`config.mk`:
```
export PLATFORM = sky130hd
export DESIGN_NAME = mdio_cmd_ctrl
export DESIGN_NICKNAME = d
export VERILOG_FILES = /design/src/rtl/mdio_pkg.sv /design/src/rtl/mdio_clkgen.sv /design/src/rtl/mdio_frame_ser.sv /design/src/rtl/mdio_cmd_ctrl.sv
export SDC_FILE = /design/constraint.sdc
export NUM_CORES = 1
export LEC_CHECK = 0
export BUFFER_PORTS_ARGS = -buffer_cell sky130_fd_sc_hd__buf_2
export CAP_MARGIN = 20
export CORE_ASPECT_RATIO = 1.4
export CORE_UTILIZATION = 61
export CTS_CLUSTER_DIAMETER = 60
export DETAILED_ROUTE_END_ITERATION = 8
export PLACE_DENSITY_LB_ADDON = 0.2
export SETUP_SLACK_MARGIN = 0.2
export SLEW_MARGIN = 40
export SYNTH_ARGS = -nofsm -noshare
export SYNTH_HDL_FRONTEND = slang
export SYNTH_SLANG_ARGS = --single-unit
```
`constraint.sdc`:
```
create_clock -name clk -period 2.6 [get_ports clk]
set_clock_uncertainty 0.05 [all_clocks]
set_input_delay 0.13 -clock clk [delete_from_list [all_inputs] [get_ports clk]]
set_output_delay 0.13 -clock clk [all_outputs]
set_load 0.02 [all_outputs]
```
`src/rtl/mdio_pkg.sv`:
```
package mdio_pkg;
  localparam int FRAME_BITS = 64;
  localparam int TA_POS     = 46;
  localparam int DATA_POS   = 48;

  localparam logic [1:0] SOF_CODE = 2'b01;
  localparam logic [1:0] OP_READ  = 2'b10;
  localparam logic [1:0] OP_WRITE = 2'b01;

  typedef struct packed {
    logic       wr;
    logic [4:0] phy;
    logic [4:0] regad;
  } mdio_cmd_t;

  // Pull the meaningful fields out of a raw command word.
  function automatic mdio_cmd_t ctl_decode(input logic [12:0] w);
    mdio_cmd_t c;
    c.wr    = w[12];
    c.phy   = w[11:7];
    c.regad = w[4:0];
    return c;
  endfunction

  // Readback layout: finished, zero, write flag, phy, three zeros, register.
  function automatic logic [15:0] ctl_view(input mdio_cmd_t c, input logic fin);
    return {fin, 1'b0, c.wr, c.phy, 3'b000, c.regad};
  endfunction

  // Whole frame, first bit on the wire in the MSB.
  function automatic logic [FRAME_BITS-1:0] mdio_frame(input mdio_cmd_t c,
                                                       input logic [15:0] d);
    logic [1:0]  op;
    logic [1:0]  ta;
    logic [15:0] pay;
    op  = c.wr ? OP_WRITE : OP_READ;
    ta  = c.wr ? 2'b10 : 2'b11;
    pay = c.wr ? d : 16'hFFFF;
    return {{32{1'b1}}, SOF_CODE, op, c.phy, c.regad, ta, pay};
  endfunction
endpackage

```
`src/rtl/mdio_clkgen.sv`:
```
module mdio_clkgen #(
  parameter int HALF_DIV = 40
) (
  input  logic clk,
  input  logic rst_n,
  input  logic run,
  output logic mdc,
  output logic rise,
  output logic fall
);
  logic tick;

  generate
    if (HALF_DIV <= 1) begin : g_nodiv
      assign tick = run;
    end else begin : g_div
      localparam int CW = $clog2(HALF_DIV);
      localparam logic [CW-1:0] CNT_LAST = CW'(HALF_DIV - 1);
      logic [CW-1:0] cnt;
      always_ff @(posedge clk) begin
        if (!rst_n || !run) cnt <= '0;
        else if (cnt == CNT_LAST) cnt <= '0;
        else cnt <= cnt + 1'b1;
      end
      assign tick = run && (cnt == CNT_LAST);
    end
  endgenerate

  always_ff @(posedge clk) begin
    if (!rst_n || !run) mdc <= 1'b0;
    else if (tick) mdc <= ~mdc;
  end

  assign rise = tick & ~mdc;
  assign fall = tick & mdc;
endmodule

```
`src/rtl/mdio_frame_ser.sv`:
```
module mdio_frame_ser
  import mdio_pkg::*;
(
  input  logic                  clk,
  input  logic                  rst_n,
  input  logic                  load,
  input  logic [FRAME_BITS-1:0] frame,
  input  logic                  is_wr,
  input  logic                  rise,
  input  logic                  fall,
  output logic                  busy,
  output logic                  mdio_o,
  output logic                  mdio_oe,
  output logic                  sample,
  output logic                  done
);
  localparam int CNT_W = $clog2(FRAME_BITS);
  localparam logic [CNT_W-1:0] LAST_IDX = CNT_W'(FRAME_BITS - 1);
  localparam logic [CNT_W-1:0] TA_IDX   = CNT_W'(TA_POS);
  localparam logic [CNT_W-1:0] DAT_IDX  = CNT_W'(DATA_POS);

  logic [FRAME_BITS-1:0] sr;
  logic [CNT_W-1:0]      bitcnt;
  logic                  last_bit;

  assign last_bit = (bitcnt == LAST_IDX);
  assign done     = busy & fall & last_bit;

  always_ff @(posedge clk) begin
    if (!rst_n) begin
      sr     <= '0;
      bitcnt <= '0;
      busy   <= 1'b0;
    end else if (load) begin
      sr     <= frame;
      bitcnt <= '0;
      busy   <= 1'b1;
    end else if (busy && fall) begin
      if (last_bit) begin
        busy <= 1'b0;
      end else begin
        sr     <= {sr[FRAME_BITS-2:0], 1'b0};
        bitcnt <= bitcnt + 1'b1;
      end
    end
  end

  assign mdio_o  = sr[FRAME_BITS-1];
  assign mdio_oe = busy & (is_wr | (bitcnt < TA_IDX));
  assign sample  = busy & rise & ~is_wr & (bitcnt >= DAT_IDX);
endmodule

```
`src/rtl/mdio_cmd_ctrl.sv`:
```
module mdio_cmd_ctrl
  import mdio_pkg::*;
#(
  parameter int HALF_DIV = 40
) (
  input  logic        clk,
  input  logic        rst_n,
  input  logic        ctl_wr,
  input  logic [15:0] ctl_wdata,
  input  logic        data_wr,
  input  logic [15:0] data_wdata,
  output logic [15:0] ctl_rdata,
  output logic [15:0] data_rdata,
  output logic        mdc,
  output logic        mdio_o,
  output logic        mdio_oe,
  input  logic        mdio_i
);
  logic busy_w, accept_w, sample_w, done_w, rise_w, fall_w;
  logic data_take_w;
  mdio_cmd_t cmd_q, cmd_new;
  logic [15:0] data_q, frame_data;
  logic [FRAME_BITS-1:0] frame_w;
  logic unused_ctl_bits;

  assign unused_ctl_bits = ^{ctl_wdata[15:13], ctl_wdata[7:5]};

  assign cmd_new     = ctl_decode({ctl_wdata[13:8], 2'b00, ctl_wdata[4:0]});
  assign accept_w    = ctl_wr & ~busy_w;
  assign data_take_w = data_wr & ~busy_w;
  assign frame_data  = data_take_w ? data_wdata : data_q;
  assign frame_w     = mdio_frame(cmd_new, frame_data);

  always_ff @(posedge clk) begin
    if (!rst_n) begin
      cmd_q  <= '0;
      data_q <= '0;
    end else begin
      if (accept_w) cmd_q <= cmd_new;
      if (data_take_w) data_q <= data_wdata;
      else if (sample_w) data_q <= {data_q[14:0], mdio_i};
    end
  end

  mdio_clkgen #(.HALF_DIV(HALF_DIV)) u_clkgen (
    .clk  (clk),
    .rst_n(rst_n),
    .run  (busy_w),
    .mdc  (mdc),
    .rise (rise_w),
    .fall (fall_w)
  );

  mdio_frame_ser u_ser (
    .clk    (clk),
    .rst_n  (rst_n),
    .load   (accept_w),
    .frame  (frame_w),
    .is_wr  (cmd_q.wr),
    .rise   (rise_w),
    .fall   (fall_w),
    .busy   (busy_w),
    .mdio_o (mdio_o),
    .mdio_oe(mdio_oe),
    .sample (sample_w),
    .done   (done_w)
  );

  assign ctl_rdata  = ctl_view(cmd_q, ~busy_w);
  assign data_rdata = data_q;
endmodule

```
==> run metrics <==
RSZ-0062 raised after global routing false; number of cells on the worst reg-to-reg path 7; register-to-register path setup slack 0.41 ns; RD Place Congestion 0.7759; port buffer count 62; top cell type's share of synthesized area 45.55%; highest clock frequency the design can meet 457.0 MHz; CTS tree done; number of warning messages in the yosys log 0; DRC violations left 0; number of distinct library cell variants in the gate-level netlist after synthesis 43; Clk Tree Root Cell sky130_fd_sc_hd__clkbuf_8; clk slew on worst S/H paths 0.10 ns; count of non-filler cells in the finished layout 732; number of antenna violations at the first check in global routing 0; worst hold stages 3; Slew @ Worst Pin 0.6680 ns; fraction of registers with async set/reset 0%; largest cells by area after synthesis sky130_fd_sc_hd__dfxtp_1 46%, sky130_fd_sc_hd__a211oi_1 7.3%, sky130_fd_sc_hd__nand2_1 6.9%, sky130_fd_sc_hd__nor3_1 6.5%, sky130_fd_sc_hd__nor2_1 5.8%; Routed met1 length 4580 um; kind of critical path reg -> reg; number of global-route vias before repair 4140; final-report setup violation count 0; Routed met3 length 491 um; number of gates given a new drive strength after cts 0; # H-tree levels 3; syn avg cell area 8.067 um^2; number of sinks on the clock net 105; hold path startpoint data_wdata[2]; post-route clock period utilization 84.16%; clock period minus worst slack 2.188 ns; NumNets Final 670; die span in y 104.9 um; Critical Path RT 2.80 ns; area delta synth->final 16.51%; Crit. Startpoint u_clkgen.g_div.cnt[0]; most area-hungry cell type in the Yosys netlist sky130_fd_sc_hd__dfxtp_1; HP Class in -> reg; worst-path fanout max 22; diode count 0; total detailed-routing wirelength 10750 um; result of the run complete, no violations; fraction of final layout cells sized beyond drive strength 1 16.38%; die area 0.007921 mm^2; floorplan row count 37; arrival time worst endpoint 2.39 ns; global router's overall resource usage 29.11%; Critical Path Start Type flop; pwr/cell area 589.0 mW/mm^2; # Max-Cap Violations 0; hpwl dp 6654 um; detailed-route vias per instance 5.918; Final Hold Violating Endpoints 0; destination of the worst register-to-register timing path u_ser.sr[59]; leakage power figure 0.002044 uW; post-synth design cell area 0.004614 mm^2; buffer depth of the longest clock path 2; crit end category flop; capture point of the worst path u_ser.sr[59]; starting density of the core 63.09%; later-pin clock latency in the skew report 0.37 ns; most common flop cell mapped by yosys sky130_fd_sc_hd__dfxtp_1; total count of max-transition violations in the final report 0; io pins 72; number of routed nets with antenna violations 0; sequential-to-total area share from yosys stat 45.55%; vias post-DR 4332; dpl ws 0.4304 ns; average wire per cell in the routed design 14.68 um; Max-Slew Margin vs Limit 55.47%; synthesis-stage register bit count 105; core area 0.007315 mm^2; drt first-iter violations 289; clock buffers created by TritonCTS 9; horizontal extent of the die 75.51 um; most numerous cell in the Yosys netlist sky130_fd_sc_hd__dfxtp_1; post-synthesis cell count 572; global-route wire length before repair 18170 um; worst IR drop on VDD 0.0004671 V; total gr overflow 0; Setup WS post-layout 0.4118 ns; Pre-antenna DRT Iters 6; RR Startpoint u_clkgen.g_div.cnt[0]; number of enable-type register cells in the synthesized netlist 0; Placed Cells 691; highest routed layer met4; number of buffers inserted by post-CTS setup repair 0; most numerous cell types in the synthesized netlist 105 x sky130_fd_sc_hd__dfxtp_1, 85 x sky130_fd_sc_hd__nand2_1, 71 x sky130_fd_sc_hd__nor2_1; final total negative setup slack 0 ns; routed length on met2 5394 um; maximum number of pins on one net before global-route repair 75
[critical path: stages, from the launching register on]
cell and delay, ns:
sky130_fd_sc_hd__dfxtp_1 0.37, sky130_fd_sc_hd__ha_1 0.21, sky130_fd_sc_hd__and2_1 0.20, sky130_fd_sc_hd__nand3_2 0.35, sky130_fd_sc_hd__buf_4 0.33, sky130_fd_sc_hd__buf_4 0.22, sky130_fd_sc_hd__nor3_1 0.24, sky130_fd_sc_hd__a211oi_1 0.09
[state kept, by name, summed over array words and instances (netlist names)]
name,cells
data_rdata,16
u_ser.sr,64
u_clkgen.g_div.cnt,6
ctl_rdata,11
u_ser.busy,1
u_ser.bitcnt,6
u_clkgen.mdc,1
[power breakdown]
group,switching (uW),total (uW),internal [uW]
Sequential,59.8,1780,1720
Combinational,274,458,185
Clock,576,932,356
Total,910,3170,2260
[cell type report]
| type | instances | area, um^2 |
|---|---|---|
| flip-flops and latches | 105 | 2102 |
| multi-input cells | 406 | 2243 |
| fillers | 568 | 1938 |
| repair buffers | 103 | 708.2 |
| well taps | 97 | 121.4 |
| clock buffers | 9 | 123.9 |
| clock inverters | 6 | 55.05 |
| inverters | 6 | 22.52 |
[metrics by stage]
stage                     hold WS, ns  total power (uW)  util (%)  area [um^2]
after CTS                   0.0007933              3175     73.50         5376
final                         0.01321              3167     73.50         5376
after detailed placement       0.3357              2232     67.50         4937
after global placement         0.3331              2218     67.50         4937
after global routing          0.02978              3304     73.50         5376
after floorplan                0.2160              2114         -         4626
[placed cells by master (no fill, tap or decap), types with 2 or more instances in the layout]
cell type and n:
sky130_fd_sc_hd__clkinv_4 2, sky130_fd_sc_hd__nand2_1 85, sky130_fd_sc_hd__dfxtp_1 105, sky130_fd_sc_hd__buf_2 62, sky130_fd_sc_hd__xnor2_1 3, sky130_fd_sc_hd__clkbuf_8 9, sky130_fd_sc_hd__and3_1 12, sky130_fd_sc_hd__a21oi_1 17
sky130_fd_sc_hd__or3_1 4, sky130_fd_sc_hd__nand3_1 7, sky130_fd_sc_hd__ha_1 2, sky130_fd_sc_hd__o221ai_1 14, sky130_fd_sc_hd__buf_12 2, sky130_fd_sc_hd__conb_1 4, sky130_fd_sc_hd__o21ai_0 30, sky130_fd_sc_hd__nor3_1 60
sky130_fd_sc_hd__a311oi_1 17, sky130_fd_sc_hd__dlygate4sd3_1 26, sky130_fd_sc_hd__a211oi_1 45, sky130_fd_sc_hd__and2_1 2, sky130_fd_sc_hd__o311ai_0 3, sky130_fd_sc_hd__buf_4 13, sky130_fd_sc_hd__o211ai_1 4, sky130_fd_sc_hd__o31ai_1 4
sky130_fd_sc_hd__inv_1 5, sky130_fd_sc_hd__a31o_2 3, sky130_fd_sc_hd__xor2_1 2, sky130_fd_sc_hd__nor2_1 71
[cell families after synthesis]
kind of cell | count (synthesis) | share of synthesized area (%)
xor gates and xnor gates | 5 | 0.9492
and+or+nand+nor | 254 | 24.89
buffers and inverters | 64 | 6.643
adders and majority gates | 2 | 0.5422
other | 1 | 0.08127
AOI/OAI and AO/OA | 141 | 21.34
DFF | 105 | 45.55
[worst min path at each step]
stage	endpoint	slack [ns]
5_1_grt	data_rdata[5]	0.03
3_3_place_gp	ctl_rdata[1]	0.33
6_report	data_rdata[2]	0.01
3_5_place_dp	ctl_rdata[1]	0.34
2_1_floorplan	ctl_rdata[0]	0.22
4_1_cts	data_rdata[2]	0.0008
[per-layer routing]
metal	global-route usage, %	vias to the layer above
li1	-	2150
met1	34.75	2023
met2	49.04	138
met3	4.147	21
met4	15.08	0
met5	0	-
[what timing repair did]
action	4_1_cts	5_1_grt
endpoints found under the setup margin	0	0
hold endpoints to repair	25	0
hold buffers	26	0
Power figures use the tool's default switching activity.
